[src/rtl/hp_pin_irq_pkg.sv]
package hp_pin_irq_pkg;
  localparam int ADDR_W = 4;

  typedef enum logic [ADDR_W-1:0] {
    A_MASK_SET = 4'h0,
    A_MASK_CLR = 4'h1,
    A_EDGE_SET = 4'h2,
    A_EDGE_CLR = 4'h3,
    A_POL_SET  = 4'h4,
    A_POL_CLR  = 4'h5,
    A_LATCH    = 4'h6,
    A_REQ      = 4'h7,
    A_PIN      = 4'h8,
    A_ASSIGN   = 4'h9
  } reg_addr_e;
endpackage

[src/rtl/hp_lane_route.sv]
module hp_lane_route #(
  parameter int NUM_HP = 4,
  parameter int LANES  = 4,
  parameter int LANE_W = 8,
  parameter int SEL_W  = 2
) (
  input  logic [NUM_HP*LANE_W-1:0] pins_i,
  input  logic [LANES*SEL_W-1:0]   sel_i,
  output logic [LANES*LANE_W-1:0]  lane_o
);
  for (genvar l = 0; l < LANES; l++) begin : g_lane
    logic [LANE_W-1:0] mux;
    always_comb begin
      mux = '0;
      for (int h = 0; h < NUM_HP; h++) begin
        if (sel_i[l*SEL_W +: SEL_W] == SEL_W'(h)) mux = pins_i[h*LANE_W +: LANE_W];
      end
    end
    assign lane_o[l*LANE_W +: LANE_W] = mux;
  end
endmodule

[src/rtl/hp_pin_regs.sv]
module hp_pin_regs
  import hp_pin_irq_pkg::*;
#(
  parameter int NUM_HP = 4,
  parameter int LANES  = 4,
  parameter int SEL_W  = 2,
  parameter int N      = 32
) (
  input  logic                   clk_i,
  input  logic                   rst_ni,
  input  logic                   wr_en_i,
  input  logic [ADDR_W-1:0]      wr_addr_i,
  input  logic [N-1:0]           wr_data_i,
  output logic [N-1:0]           mask_o,
  output logic [N-1:0]           edge_mode_o,
  output logic [N-1:0]           pol_o,
  output logic [LANES*SEL_W-1:0] sel_o,
  output logic [N-1:0]           clr_o,
  output logic [LANES-1:0]       chg_o
);
  localparam int SW = LANES * SEL_W;

  function automatic logic [SW-1:0] sel_init();
    logic [SW-1:0] r;
    r = '0;
    for (int l = 0; l < LANES; l++) r[l*SEL_W +: SEL_W] = SEL_W'(l % NUM_HP);
    return r;
  endfunction

  logic [N-1:0]  mask_q, edge_q, pol_q;
  logic [SW-1:0] sel_q;
  logic          wr_assign;

  assign wr_assign = wr_en_i && (wr_addr_i == A_ASSIGN);

  always_ff @(posedge clk_i or negedge rst_ni) begin
    if (!rst_ni) begin
      mask_q <= '0;
      edge_q <= '0;
      pol_q  <= '0;
      sel_q  <= sel_init();
    end else if (wr_en_i) begin
      case (wr_addr_i)
        A_MASK_SET: mask_q <= mask_q | wr_data_i;
        A_MASK_CLR: mask_q <= mask_q & ~wr_data_i;
        A_EDGE_SET: edge_q <= edge_q | wr_data_i;
        A_EDGE_CLR: edge_q <= edge_q & ~wr_data_i;
        A_POL_SET:  pol_q  <= pol_q | wr_data_i;
        A_POL_CLR:  pol_q  <= pol_q & ~wr_data_i;
        A_ASSIGN:   sel_q  <= wr_data_i[SW-1:0];
        default: ;
      endcase
    end
  end

  for (genvar l = 0; l < LANES; l++) begin : g_chg
    assign chg_o[l] = wr_assign &&
                      (wr_data_i[l*SEL_W +: SEL_W] != sel_q[l*SEL_W +: SEL_W]);
  end

  assign clr_o       = (wr_en_i && (wr_addr_i == A_LATCH)) ? wr_data_i : '0;
  assign mask_o      = mask_q;
  assign edge_mode_o = edge_q;
  assign pol_o       = pol_q;
  assign sel_o       = sel_q;
endmodule

[src/rtl/hp_pin_detect.sv]
module hp_pin_detect #(
  parameter int N = 32
) (
  input  logic         clk_i,
  input  logic         rst_ni,
  input  logic [N-1:0] eff_i,
  input  logic [N-1:0] edge_mode_i,
  input  logic [N-1:0] clr_i,
  input  logic [N-1:0] flush_i,
  output logic [N-1:0] rise_o,
  output logic [N-1:0] latch_o
);
  logic [N-1:0] eff_q, flush_q, latch_q;

  // cycle after a lane switch compares against the old half port: ignore it
  assign rise_o = eff_i & ~eff_q & ~flush_q;

  always_ff @(posedge clk_i or negedge rst_ni) begin
    if (!rst_ni) begin
      eff_q   <= '0;
      flush_q <= '0;
      latch_q <= '0;
    end else begin
      eff_q   <= eff_i;
      flush_q <= flush_i;
      for (int i = 0; i < N; i++) begin
        if (flush_i[i])           latch_q[i] <= 1'b0;
        else if (!edge_mode_i[i]) latch_q[i] <= eff_i[i];
        else                      latch_q[i] <= (latch_q[i] & ~clr_i[i]) | rise_o[i];
      end
    end
  end

  assign latch_o = latch_q;
endmodule

[src/rtl/hp_pin_irq.sv]
module hp_pin_irq
  import hp_pin_irq_pkg::*;
#(
  parameter int NUM_HP = 4,
  parameter int LANES  = 4,
  parameter int LANE_W = 8,
  localparam int N     = LANES * LANE_W,
  localparam int SEL_W = (NUM_HP > 1) ? $clog2(NUM_HP) : 1
) (
  input  logic                    clk_i,
  input  logic                    rst_ni,
  input  logic [NUM_HP*LANE_W-1:0] pins_i,
  input  logic                    wr_en_i,
  input  logic [ADDR_W-1:0]       wr_addr_i,
  input  logic [N-1:0]            wr_data_i,
  input  logic [ADDR_W-1:0]       rd_addr_i,
  output logic [N-1:0]            rd_data_o,
  output logic                    irq_o
);
  logic [N-1:0]           mask, edge_mode, pol, clr, flush, rise, latch, lane, eff, req;
  logic [LANES*SEL_W-1:0] sel;
  logic [LANES-1:0]       chg;

  hp_pin_regs #(.NUM_HP(NUM_HP), .LANES(LANES), .SEL_W(SEL_W), .N(N)) regs_i (
    .clk_i, .rst_ni, .wr_en_i, .wr_addr_i, .wr_data_i,
    .mask_o(mask), .edge_mode_o(edge_mode), .pol_o(pol),
    .sel_o(sel), .clr_o(clr), .chg_o(chg)
  );

  hp_lane_route #(.NUM_HP(NUM_HP), .LANES(LANES), .LANE_W(LANE_W), .SEL_W(SEL_W)) route_i (
    .pins_i, .sel_i(sel), .lane_o(lane)
  );

  for (genvar l = 0; l < LANES; l++) begin : g_flush
    assign flush[l*LANE_W +: LANE_W] = {LANE_W{chg[l]}};
  end

  assign eff = lane ^ pol;

  hp_pin_detect #(.N(N)) det_i (
    .clk_i, .rst_ni, .eff_i(eff), .edge_mode_i(edge_mode),
    .clr_i(clr), .flush_i(flush), .rise_o(rise), .latch_o(latch)
  );

  assign req   = latch & mask;
  assign irq_o = |req;

  always_comb begin
    case (rd_addr_i)
      A_MASK_SET, A_MASK_CLR: rd_data_o = mask;
      A_EDGE_SET, A_EDGE_CLR: rd_data_o = edge_mode;
      A_POL_SET,  A_POL_CLR:  rd_data_o = pol;
      A_LATCH:                rd_data_o = latch;
      A_REQ:                  rd_data_o = req;
      A_PIN:                  rd_data_o = lane;
      A_ASSIGN:               rd_data_o = N'(sel);
      default:                rd_data_o = '0;
    endcase
  end
endmodule

[config.mk]
export PLATFORM = sky130hd
export DESIGN_NAME = hp_pin_irq
export DESIGN_NICKNAME = d
export VERILOG_FILES = /design/src/rtl/hp_pin_irq_pkg.sv /design/src/rtl/hp_lane_route.sv /design/src/rtl/hp_pin_regs.sv /design/src/rtl/hp_pin_detect.sv /design/src/rtl/hp_pin_irq.sv
export SDC_FILE = /design/constraint.sdc
export NUM_CORES = 1
export LEC_CHECK = 0
export ABC_AREA = 1
export BUFFER_PORTS_ARGS = -buffer_cell sky130_fd_sc_hd__buf_2
export CAP_MARGIN = 5
export CORE_UTILIZATION = 50
export CTS_CLUSTER_SIZE = 24
export DETAILED_ROUTE_END_ITERATION = 16
export PLACE_DENSITY_LB_ADDON = 0.1
export SYNTH_ARGS = -nofsm -noshare
export SYNTH_HDL_FRONTEND = slang
export SYNTH_HIERARCHICAL = 1
export SYNTH_SLANG_ARGS = --single-unit
[constraint.sdc]
create_clock -name clk_i -period 1.4 [get_ports clk_i]
set_input_delay 0.21 -clock clk_i [delete_from_list [all_inputs] [get_ports clk_i]]
set_output_delay 0.21 -clock clk_i [all_outputs]
set_load 0.05 [all_outputs]
======== Word-level counts from Yosys, hierarchy flattened ========
Index checks and enable logic that the tools add are counted.
storage, ports and cells
  bits in latches ......................... 0
  ROM bits ................................ 0
  memories ................................ 0
  word-level logic and storage cells ...... 256
  memory bits (writable) .................. 0
  bits of input ports ..................... 75
  output and inout port bits .............. 33
  flip-flop bits (word level) ............. 193
operators by class
  eq/ne operators ......................... 32
  muxes and demuxes ....................... 85
  order comparisons ....................... 0
  shift operators ......................... 0
  $add $sub $neg .......................... 0
  reduce and logical (&&, ||, !) cells .... 23
  $mul .................................... 0
  div/mod/pow operators ................... 0
  bitwise logic cells ..................... 109
operators by type and width
  kind                number
  $pmux 32 s7         1
  $and 32x32->32      6
  $pmux 32 s2         3
  $mux 8              16
  $not 32->32         3
  $or 32x32->32       3
  $mux 1              64
  $and 1x1->1         32
  $mux 32             1
  $not 1->1           32
  $or 1x1->1          32
  $reduce_or 32->1    1
  $xor 32x32->32      1
  $eq 4x3->1 const B  7
  $eq 2x2->1 const B  8
  $eq 4x2->1 const B  4
  $eq 4x4->1 const B  3
  $eq 2x1->1 const B  4
  $eq 4x1->1 const B  2
  $logic_not 2->1     4
  $logic_not 4->1     2
  $ne 2x2->1          4
  $reduce_and 2->1    4
  $logic_and 1x1->1   6
  other kinds (2)     6

======== Depth between registers and ports, before layout ========
Gate-level depths: netlist of run 1.
  depth in word-level cells ............... 11
  depth in mapped cells ................... 10
  mapped depth without buffers ............ 9

======== By module ========
The synthesis of run 1 kept the hierarchy.
by module, submodules not included
  module         cells an instance  instances  area each (um^2)
  hp_pin_regs    701                1          5268.8
  hp_pin_detect  384                1          3683.5
  hp_pin_irq     524                1          2341.0
  hp_lane_route  188                1          1082.3

======== Least setup slack after synthesis of run 1 ========
Ideal clock, no wire load.
  path kind ............................... register to output
  start ................................... register regs_i.sel_q[6], in the netlist regs_i/sel_o[6]
  end ..................................... output rd_data_o[30]
  data required time ...................... 1.190 ns
  setup slack ............................. -0.324 ns
  stages on the path, launching flop included .. 9
  data arrival time ....................... 1.514 ns
  cell sequence ........................... dfstp_2 buf_6 buf_8 nand3_1 nand4_1 nand3_1 nand2_1 nor2_1 nand2_1
between the ends
  cells in the longest elaborated chain, start to end .. 6
RTL lines
  what                    line                 RTL
  start, declared         hp_pin_regs.sv:31    logic [SW-1:0] sel_q;
  start signal, assigned  hp_pin_regs.sv:41    sel_q <= sel_init();
  start signal, assigned  hp_pin_regs.sv:50    A_ASSIGN: sel_q <= wr_data_i[SW-1:0];
  $logic_not 2->1         hp_lane_route.sv:16  if (sel_i[l*SEL_W +: SEL_W] == SEL_W'(h)) mux = pins_i[h*LANE_W +: LANE_W];
  $mux 8 (3 in a row)     hp_lane_route.sv:16
  $mux 8 (*)              hp_lane_route.sv:16
  net lane[30]            hp_pin_irq.sv:20     logic [N-1:0] mask, edge_mode, pol, clr, flush, rise, latch, lane, eff, req;
  $pmux 32 s7 (*)         hp_pin_irq.sv:49     case (rd_addr_i)
  end, declared           hp_pin_irq.sv:17     output logic [N-1:0] rd_data_o,
The timed path passes the listed nets; every way through them passes the cells marked *.

======== Final worst setup path of run 1 ========
  start ................................... register regs_i.sel_q[6], in the netlist regs_i/sel_o[6]
  end ..................................... output rd_data_o[31]
The elaborated chain is that of the path after synthesis.

==> results of run 1 <==
-- metal layers --
metal / up-vias / part of all wire [%] / GRT usage [%]
li1: 6200 / - / -
met1: 6353 / 40 / 47.4
met2: 760 / 47 / 56.9
met3: 119 / 10 / 6.41
met4: 2 / 3.3 / 15.6
met5: - / 0.027 / 0
-- cell families (layout without fill, tap and decap cells) --
kind of cell / count (synthesis) / in the layout
other: 0 / 3
AND/OR/NAND/NOR: 1240 / 1240
flip-flops: 200 / 200
buffers and inverters: 269 / 512
XOR/XNOR: 32 / 32
AO/OA/AOI/OAI: 56 / 56
-- power by group through the flow --
| stage | registers, W | clock network (W) | logic, W |
|---|---|---|---|
| 2_1_floorplan | 0.00834 | 0 | 0.00526 |
| 3_3_place_gp | 0.00851 | 0 | 0.00845 |
| 3_5_place_dp | 0.00854 | 0 | 0.00860 |
| 4_1_cts | 0.00860 | 0.00520 | 0.00982 |
| 5_1_grt | 0.00892 | 0.00540 | 0.0117 |
| 6_report | 0.00871 | 0.00514 | 0.0108 |
-- stage by stage --
| stage | setup TNS, ns | area (sq um) |
|---|---|---|
| finish | -42.07 | 16600 |
| global placement | -22.22 | 14500 |
| detailed placement | -24.29 | 14500 |
| CTS | -38.41 | 16100 |
| floorplan | -7.59 | 12500 |
| global route | -51.27 | 16600 |
-- cells in the mapped netlist (all sizes together) --
library cell / n
nand2: 608
inv: 167
clkbuf: 13
nand3: 330
nor2: 204
nand4: 97
buf: 89
dfrtp: 196
and3: 1
o21ai: 24
o21bai: 32
dfstp: 4
xor2: 32
-- worst max-delay path by stage --
stage / startpoint / end / slack, ns
6_report: regs_i/sel_o[6] / rd_data_o[31] / -0.86
5_1_grt: regs_i/sel_o[6] / rd_data_o[31] / -0.94
4_1_cts: regs_i/sel_o[5] / rd_data_o[20] / -0.78
3_5_place_dp: regs_i/sel_o[5] / det_i/latch_o[20] / -0.42
3_3_place_gp: regs_i/sel_o[5] / rd_data_o[20] / -0.39
2_1_floorplan: regs_i/sel_o[6] / rd_data_o[30] / -0.19
-- area by class of cell --
cell class / instances / area [sq um] / share of cell area [%]
diodes: 3 / 7.51 / 0.0451
clock inverters: 13 / 138 / 0.828
well taps: 324 / 405 / 2.44
clock buffers: 19 / 453 / 2.72
flip-flops and latches: 200 / 5010 / 30.1
multi-input cells: 1328 / 7110 / 42.7
repair buffers: 313 / 2870 / 17.2
inverters: 167 / 642 / 3.86
-- tightest hold or removal path, stage by stage --
cell and delay (ns):
buf_2 0.15, nand2_1 0.08, nand2_1 0.05
-- timing repair --
| item | 4_1_cts | 5_1_grt |
|---|---|---|
| endpoints found under the setup margin | 110 | 128 |
| gates cloned | 1 | 1 |
| hold endpoints to repair | 27 | 0 |
| setup buffers | 46 | 30 |
| gates resized for setup | 189 | 120 |
| pin swaps | 120 | 147 |
| hold buffers | 1 | 0 |
==> impl_metrics.json, run 1 <==
{
  "status": "finished, violations left",
  "violations": "setup timing",
  "hold_path.class": "primary input to register",
  "powerDensity_mw_per_mm2": 1480,
  "nNetsFinal": 2102,
  "clkSinkCount": 200,
  "drive_gt1_share_pct": 29.4,
  "syn_inst": 1797,
  "p_leak_nw": 8.30,
  "crit_top_cell": "nand3_1",
  "crit_chain": "inv_4 > nand3_1 > nand4_1 > nand3_1 > nand2_1 > nor2_2 > nand2_2 > buf_6",
  "pwr-share-clk_pct": 20.9,
  "synth_area_sq_mm": 0.0124,
  "wl_microns": 44600,
  "crit_path_end_kind": "primary output",
  "fmax_mhz": 442,
  "whs_ns": 0.0578,
  "cp.depth": 8,
  "fin_cells": 2367,
  "die_h_microns": 159,
  "grt_use_total_pct": 35.6,
  "worst_slew_pin_slew_ns": 0.526,
  "start_util_pct": 50.9,
  "synth_top_family_by_area": "simple AND/OR/NAND/NOR gates",
  "critPathMaxFanout": 8,
  "synth-simple-area-share_pct": 44.0,
  "ys_seq_area_share_pct": 40.5,
  "synthMuxAreaShare_pct": 0,
  "drtIter0Drc": 1391,
  "required_ns": 1.19,
  "area_growth_pct": 34.4,
  "rsz0062_at_grt": "yes",
  "dpl.cell_count": 2303,
  "syn_area_per_cell_sq_um": 6.89,
  "synth.top_cell.area_share_pct": 39.6,
  "cts_buffer_depth": 2,
  "io_buffers": 107,
  "reg2reg_from": "regs_i/sel_o[2]",
  "ys_ff_latch": 200,
  "synth_top_area_cell": "dfrtp_1",
  "cts_tree": "done",
  "synth-xor-area-share_pct": 2.26,
  "grt_pass1_vias": 12900,
  "fin_skew_ns": 0.00940,
  "mostFrequentLayoutCell": "nand2_1",
  "internal_power_w": 0.0148,
  "critical-path-top-delay-family": "simple AND/OR/NAND/NOR gates",
  "power_frac_comb_pct": 43.8,
  "min_from": "wr_data_i[6]",
  "finalWorstSetupSlack_ns": -0.865,
  "die_w_microns": 159,
  "final_cell_mix": "532 x nand2_1, 283 x nand3_1, 194 x dfrtp_1, 148 x inv_1, 139 x buf_4",
  "p_sw_w": 0.00982,
  "setup_viol": 124,
  "swShare_pct": 39.8,
  "drt-pass1-iter-count": 6,
  "hold_end": "regs_i/sel_o[6]",
  "cap_violations": 0,
  "slowest_stage": "dfstp_2",
  "clock_latency_ns": 0.44,
  "period_share_pct": 162,
  "maxSlewHeadroom_pct": 64.9,
  "worstPathArrival_ns": 2.05,
  "ant_nets": 0,
  "finalHoldViolCount": 0,
  "cts-htree-levels": 4,
  "reg2reg_depth": 11,
  "grt_pass1_wl_microns": 69800,
  "cpPeakStageDelay_ns": 0.67,
  "rr_endpoint": "det_i/latch_o[14]",
  "seqPwrFrac_pct": 35.3,
  "synth.distinct_cells": 21,
  "slew_viol_final": 0,
  "via_per_inst": 5.68,
  "synth-compound-area-share_pct": 2.91,
  "vias": 13400,
  "wl_per_cell_microns": 18.9,
  "period_minus_slack_ns": 2.26,
  "gp_congestion": 0.949,
  "rows": 57,
  "hold-path-cell-count": 3,
  "overflow": 0,
  "yosys_warnings": 6,
  "worst-path-buf-inv": 2,
  "dpl.hpwl_microns": 28100,
  "dieArea_sq_mm": 0.0254,
  "syn-num-nets": 1872,
  "synthAdderAreaFrac_pct": 0,
  "cts_buffers": 17,
  "rrSetupSlack_ns": -0.60,
  "clkSlewWorstSetupHoldPaths_ns": 0.08,
  "io_pins": 108,
  "dp_slack_ns": -0.422,
  "grt_start_max_net_pins": 67,
  "startpoint_type": "register",
  "cts_root_buffer": "clkbuf_16",
  "antenna_found_initial": 4,
  "drc": 0,
  "fp.coreArea_sq_mm": 0.0243,
  "n_fill_cell": 2009,
  "p_total_w": 0.0246,
  "max-vdd-ir-drop_mv": 0.714,
  "synthTopCellsByArea": "dfrtp_1 40%, nand2_1 18%, nand3_1 13%",
  "fin_util_pct": 68.4,
  "setup.worst_path.class": "register to primary output"
}
Note: power is estimated with default switching activity, not from simulation.
==> run 2: changes to the inputs <==
SYNTH_HIERARCHICAL = not set   (was 1)
==> impl_metrics.json, run 2 <==
{
  "status": "finished, violations left",
  "violations": "setup timing",
  "via_per_inst": 6.13,
  "drc": 0,
  "min_from": "wr_data_i[16]",
  "synth_edf_count": 0,
  "io_buffers": 107,
  "cp-startpoint": "regs_i.sel_o[6]",
  "synthTopCellsByArea": "dfrtp_1 43%, nand2_1 17%, o21ai_0 7.6%",
  "start_util_pct": 51.8,
  "design_area_sq_mm": 0.0155,
  "synth.distinct_cells": 32,
  "slew_viol_final": 0,
  "nNetsFinal": 1738,
  "grt_use_total_pct": 40.7,
  "cts_buffer_depth": 2,
  "fp.coreArea_sq_mm": 0.0190,
  "grt_pass1_vias": 11400,
  "cap_violations": 0,
  "ys.flop_type": "dfrtp_1",
  "period_minus_slack_ns": 2.26,
  "finalHoldViolCount": 0,
  "p_leak_nw": 6.95,
  "yosys_warnings": 0,
  "syn_area_per_cell_sq_um": 7.43,
  "synth.top_cell.area_share_pct": 42.8,
  "dieArea_sq_mm": 0.0202,
  "required_ns": 1.19,
  "die_h_microns": 142,
  "period_share_pct": 161,
  "drive_gt1_share_pct": 43.0,
  "worstPathArrival_ns": 2.05,
  "io_pins": 108,
  "synth_area_sq_mm": 0.00982,
  "reg2reg_depth": 13,
  "fmax_mhz": 443,
  "rows": 50,
  "hold-path-cell-count": 3,
  "clock_latency_ns": 0.44,
  "drtIter0Drc": 1198,
  "slowest_stage": "dfstp_2",
  "mostFrequentLayoutCell": "nand2_1",
  "clkSlewWorstSetupHoldPaths_ns": 0.08,
  "rsz0062_at_grt": "yes",
  "worst-path-buf-inv": 2,
  "final_cell_mix": "329 x nand2_1, 181 x buf_4, 166 x dfrtp_1, 109 x o21ai_0, 90 x nand2_2",
  "worst_slew_pin_slew_ns": 0.564,
  "fin_skew_ns": 0.0119,
  "dpl_cell_area_sq_mm": 0.0125,
  "rr_endpoint": "det_i.latch_o[23]",
  "overflow": 0,
  "maxSlewHeadroom_pct": 62.4,
  "setup.worst_path.class": "register to primary output",
  "clkSinkCount": 172,
  "syn_inst": 1322,
  "synth_most_common_cell": "nand2_1",
  "dpl.cell_count": 1823,
  "cts_root_buffer": "clkbuf_16",
  "startpoint_type": "register",
  "cts_buffers": 17,
  "fin_cells": 1936,
  "reg2reg_from": "regs_i.sel_o[5]",
  "powerDensity_mw_per_mm2": 1570,
  "crit_chain": "inv_4 > o21ai_0 > nand2_1 > nand2_2 > nand2_2 > nand2_1 > o211ai_1 > buf_4",
  "setup_viol": 95,
  "finalWorstSetupSlack_ns": -0.856,
  "max-vdd-ir-drop_mv": 1.06,
  "wl_microns": 42900,
  "whs_ns": 0.0571,
  "grt_start_max_net_pins": 51,
  "synth_top_area_cell": "dfrtp_1",
  "synthTopCellsByCount": "442 x nand2_1, 168 x dfrtp_1, 150 x o21ai_0, 149 x nand3_1, 95 x a21oi_1",
  "ys_seq_area_share_pct": 43.9,
  "ant_nets": 0,
  "hold_path.class": "primary input to register",
  "rrSetupSlack_ns": -0.57,
  "ys_ff_latch": 172,
  "crit_path_end_kind": "primary output",
  "area_growth_pct": 57.4,
  "vias": 11900,
  "gp_congestion": 0.932,
  "cts-htree-levels": 4,
  "antenna_found_initial": 2,
  "critical-path-top-delay-family": "flip-flops",
  "grt_pass1_wl_microns": 61700,
  "wl_per_cell_microns": 22.2,
  "drt-pass1-iter-count": 6,
  "die_w_microns": 142,
  "fin_util_pct": 81.5,
  "cts_tree": "done",
  "async_reset_ff_share_pct": 100,
  "cpPeakStageDelay_ns": 0.64,
  "syn-num-nets": 1397,
  "dpl.hpwl_microns": 25900,
  "dp_slack_ns": -0.380,
  "critPathMaxFanout": 9
}
run 2: changes by cell type after synthesis, sizes merged, moves of 32 or more:
cell / change
a21oi: +95
and2: +32
buf: -59
inv: -96
mux2: +32
nand2: -165
nand3: -181
nand4: -89
nor2: -160
o211ai: +32
o21ai: +139
o21bai: -32
run 2: layout make-up:
class	instances	area, sq um
multi-input cells	1025	6490
flip-flops and latches	172	4310
clock buffers	19	453
inverters	71	363
clock inverters	12	176
well taps	260	325
diodes	1	2.50
fillers	1155	3500
repair buffers	371	3290
repair inverters	5	37.5
run 2: logic make-up after synthesis:
family                 Yosys count  share of synthesized area, %
flip-flops                     172                          43.9
buffers and inverters          125                          5.31
XOR/XNOR                         8                         0.714
AND/OR/NAND/NOR                684                          29.9
AO/OA/AOI/OAI                  301                          16.6
multiplexers                    32                          3.67
run 2: worst max-delay path by stage:
stage                    end  slack [ns]  depth (start not counted)
3_5_place_dp   rd_data_o[23]       -0.38                          7
4_1_cts        rd_data_o[28]       -0.71                          8
3_3_place_gp    rd_data_o[2]       -0.38                         10
6_report       rd_data_o[26]       -0.86                          8
5_1_grt        rd_data_o[26]       -0.89                          8
2_1_floorplan  rd_data_o[16]       -0.32                          6
run 2: metrics by stage:
stage | power [W] | setup TNS, ns
floorplan | 0.0117 | -4.62
global placement | 0.0149 | -20.14
detailed placement | 0.0151 | -22.48
CTS | 0.0223 | -28.44
global route | 0.0252 | -43.04
finish | 0.0242 | -39.04
run 2: where the power goes:
part / total (W) / switching, W / leakage, nW / internal (W)
Sequential: 0.00749 / 0.00107 / 1.93 / 0.00643
Combinational: 0.0115 / 0.00622 / 4.71 / 0.00530
Clock: 0.00522 / 0.00226 / 0.310 / 0.00296
run 2: what timing repair did:
| action | 4_1_cts | 5_1_grt |
|---|---|---|
| pin swaps | 78 | 76 |
| setup buffers | 55 | 43 |
| endpoints found under the setup margin | 91 | 99 |
| hold buffers | 1 | 0 |
| gates cloned | 5 | 2 |
| hold endpoints to repair | 169 | 0 |
| resized for setup | 333 | 176 |
run 2: per-layer routing:
layer	share of wire (%)	vias up	wire length [microns]	global-route usage, %
li1	-	5144	-	-
met4	6.2	2	2660	19.8
met5	0.035	-	15	0
met2	46	819	19600	65.6
met3	11	244	4710	8.55
met1	37	5661	15900	52.3
run 2: worst min-delay path: stages:
cell,delay (ns)
buf_2,0.12
nand2_1,0.08
o21ai_1,0.05
==> run 3: changes to the inputs <==
CORE_UTILIZATION = 35   (was 50)
clock period = 2.7 ns   (was 1.4 ns; I/O delays follow)
==> impl_metrics.json, run 3 (synthesis gave the netlist of run 2 again) <==
{
  "grt_use_total_pct": 27.0,
  "worstPathArrival_ns": 2.17,
  "grt_start_max_net_pins": 49,
  "hold_path.class": "primary input to register",
  "cts_buffers": 17,
  "powerDensity_mw_per_mm2": 829,
  "max-vdd-ir-drop_mv": 0.396,
  "final_cell_mix": "442 x nand2_1, 164 x dfrtp_1, 150 x o21ai_0, 149 x nand3_1, 104 x buf_2",
  "critical-path-top-delay-family": "flip-flops",
  "dieArea_sq_mm": 0.0287,
  "cts-htree-levels": 4,
  "fmax_mhz": 388,
  "required_ns": 2.30,
  "dpl_cell_area_sq_mm": 0.0109,
  "drt-pass1-iter-count": 5,
  "crit_chain": "nand2_1 > inv_1 > nand2_1 > nand2_1 > nand2_1 > o211ai_1 > clkbuf_4",
  "dpl.hpwl_microns": 25000,
  "clkSinkCount": 172,
  "via_per_inst": 5.45,
  "grt_pass1_wl_microns": 57400,
  "design_area_sq_mm": 0.0116,
  "period_share_pct": 95.4,
  "fin_cells": 1807,
  "vias": 9856,
  "start_util_pct": 36.0,
  "worst-path-buf-inv": 2,
  "crit_top_cell": "nand2_1",
  "rsz0062_at_grt": "yes",
  "drive_gt1_share_pct": 13.9,
  "drc": 0,
  "wl_per_cell_microns": 20.9,
  "cap_violations": 0,
  "area_growth_pct": 17.6,
  "clock_latency_ns": 0.44,
  "slowest_stage": "dfstp_4",
  "startpoint_type": "register",
  "fp.coreArea_sq_mm": 0.0273,
  "finalHoldViolCount": 0,
  "p_total_w": 0.00958,
  "grt_pass1_vias": 9429,
  "cts_root_buffer": "clkbuf_16",
  "setup.worst_path.class": "register to primary output",
  "rows": 60,
  "overflow": 0,
  "dpl.cell_count": 1771,
  "slew_viol_final": 0,
  "gp_congestion": 0.870,
  "antenna_found_initial": 0,
  "drtIter0Drc": 967,
  "worst_slew_pin_slew_ns": 0.542,
  "diodes": 0,
  "nNetsFinal": 1499,
  "cts_buffer_depth": 2,
  "cpPeakStageDelay_ns": 0.72,
  "maxSlewHeadroom_pct": 63.9,
  "clkSlewWorstSetupHoldPaths_ns": 0.07,
  "period_minus_slack_ns": 2.58,
  "crit_path_end_kind": "primary output",
  "setup_viol": 0,
  "die_w_microns": 169,
  "io_pins": 108,
  "status": "completed",
  "io_buffers": 107,
  "fin_skew_ns": 0.0162,
  "cts_tree": "done",
  "wl_microns": 37800,
  "critPathMaxFanout": 20,
  "mostFrequentLayoutCell": "nand2_1",
  "ant_nets": 0,
  "die_h_microns": 169,
  "p_leak_nw": 5.14
}
-- run 3: cell type report --
type	instances	area (sq um)
sequential	172	4330
tap	372	465
timing repair buffer	135	847
multi-input combinational	1025	5020
clock inverter	12	163
fill	2811	15700
inverter	71	278
timing repair inverter	2	12.5
clock buffer	18	439
-- run 3: worst reg2reg max path: cells and delay by family, from the launching register on --
family	cells	cell delay [ns]
AND/OR/NAND/NOR	5	0.50
flip-flops	1	0.73
buffers and inverters	1	0.16
AO/OA/AOI/OAI	2	0.22
-- run 3: worst paths after layout --
| path | from | to | slack, ns | depth (start not counted) |
|---|---|---|---|---|
| setup / recovery | regs_i.sel_o[5] | rd_data_o[23] | 0.12 | 7 |
| hold / removal | wr_data_i[28] | register | 0.26 | 3 |
| setup reg to reg | regs_i.sel_o[6] | det_i.latch_o[27] | 1.03 | 8 |
| hold reg to reg | register | register | 0.54 | 2 |
| max in group asynchronous | rst_ni | det_i.latch_o[17] | 1.57 | 3 |
| min in group asynchronous | rst_ni | det_i.flush_q[7] | 0.43 | 2 |
-- run 3: timing repair --
action / in CTS / in global routing
endpoints found under the setup margin: 0 / 28
setup buffers: 0 / 3
endpoints found under the hold margin: 28 / 0
gates resized for setup: 0 / 16
hold buffers: 1 / 0
-- run 3: power by group --
group	internal [W]	total [W]	leakage [nW]	switching, W
combinational	0.00102	0.00291	2.92	0.00189
clock	0.00149	0.00265	0.295	0.00116
sequential	0.00335	0.00401	1.93	0.000667
-- run 3: routing by layer --
metal / vias up / share of wire, % / track usage (%)
li1: 4647 / - / -
met1: 4772 / 45 / 38.1
met5: - / 0 / 0
met2: 380 / 46 / 42.7
met4: 0 / 2.0 / 7.83
met3: 57 / 7.1 / 4.22
-- run 3: metrics by stage --
stage | utilization [%] | setup TNS, ns | setup WS (ns) | hold WS, ns
2_1_floorplan | - | 0 | 0.412 | 0.109
3_3_place_gp | 39.9 | 0 | 0.394 | 0.340
3_5_place_dp | 39.9 | 0 | 0.397 | 0.338
4_1_cts | 42.1 | 0 | 0.0207 | 0.250
5_1_grt | 42.4 | -0.0191 | -0.0168 | 0.262
6_report | 42.4 | 0 | 0.123 | 0.264
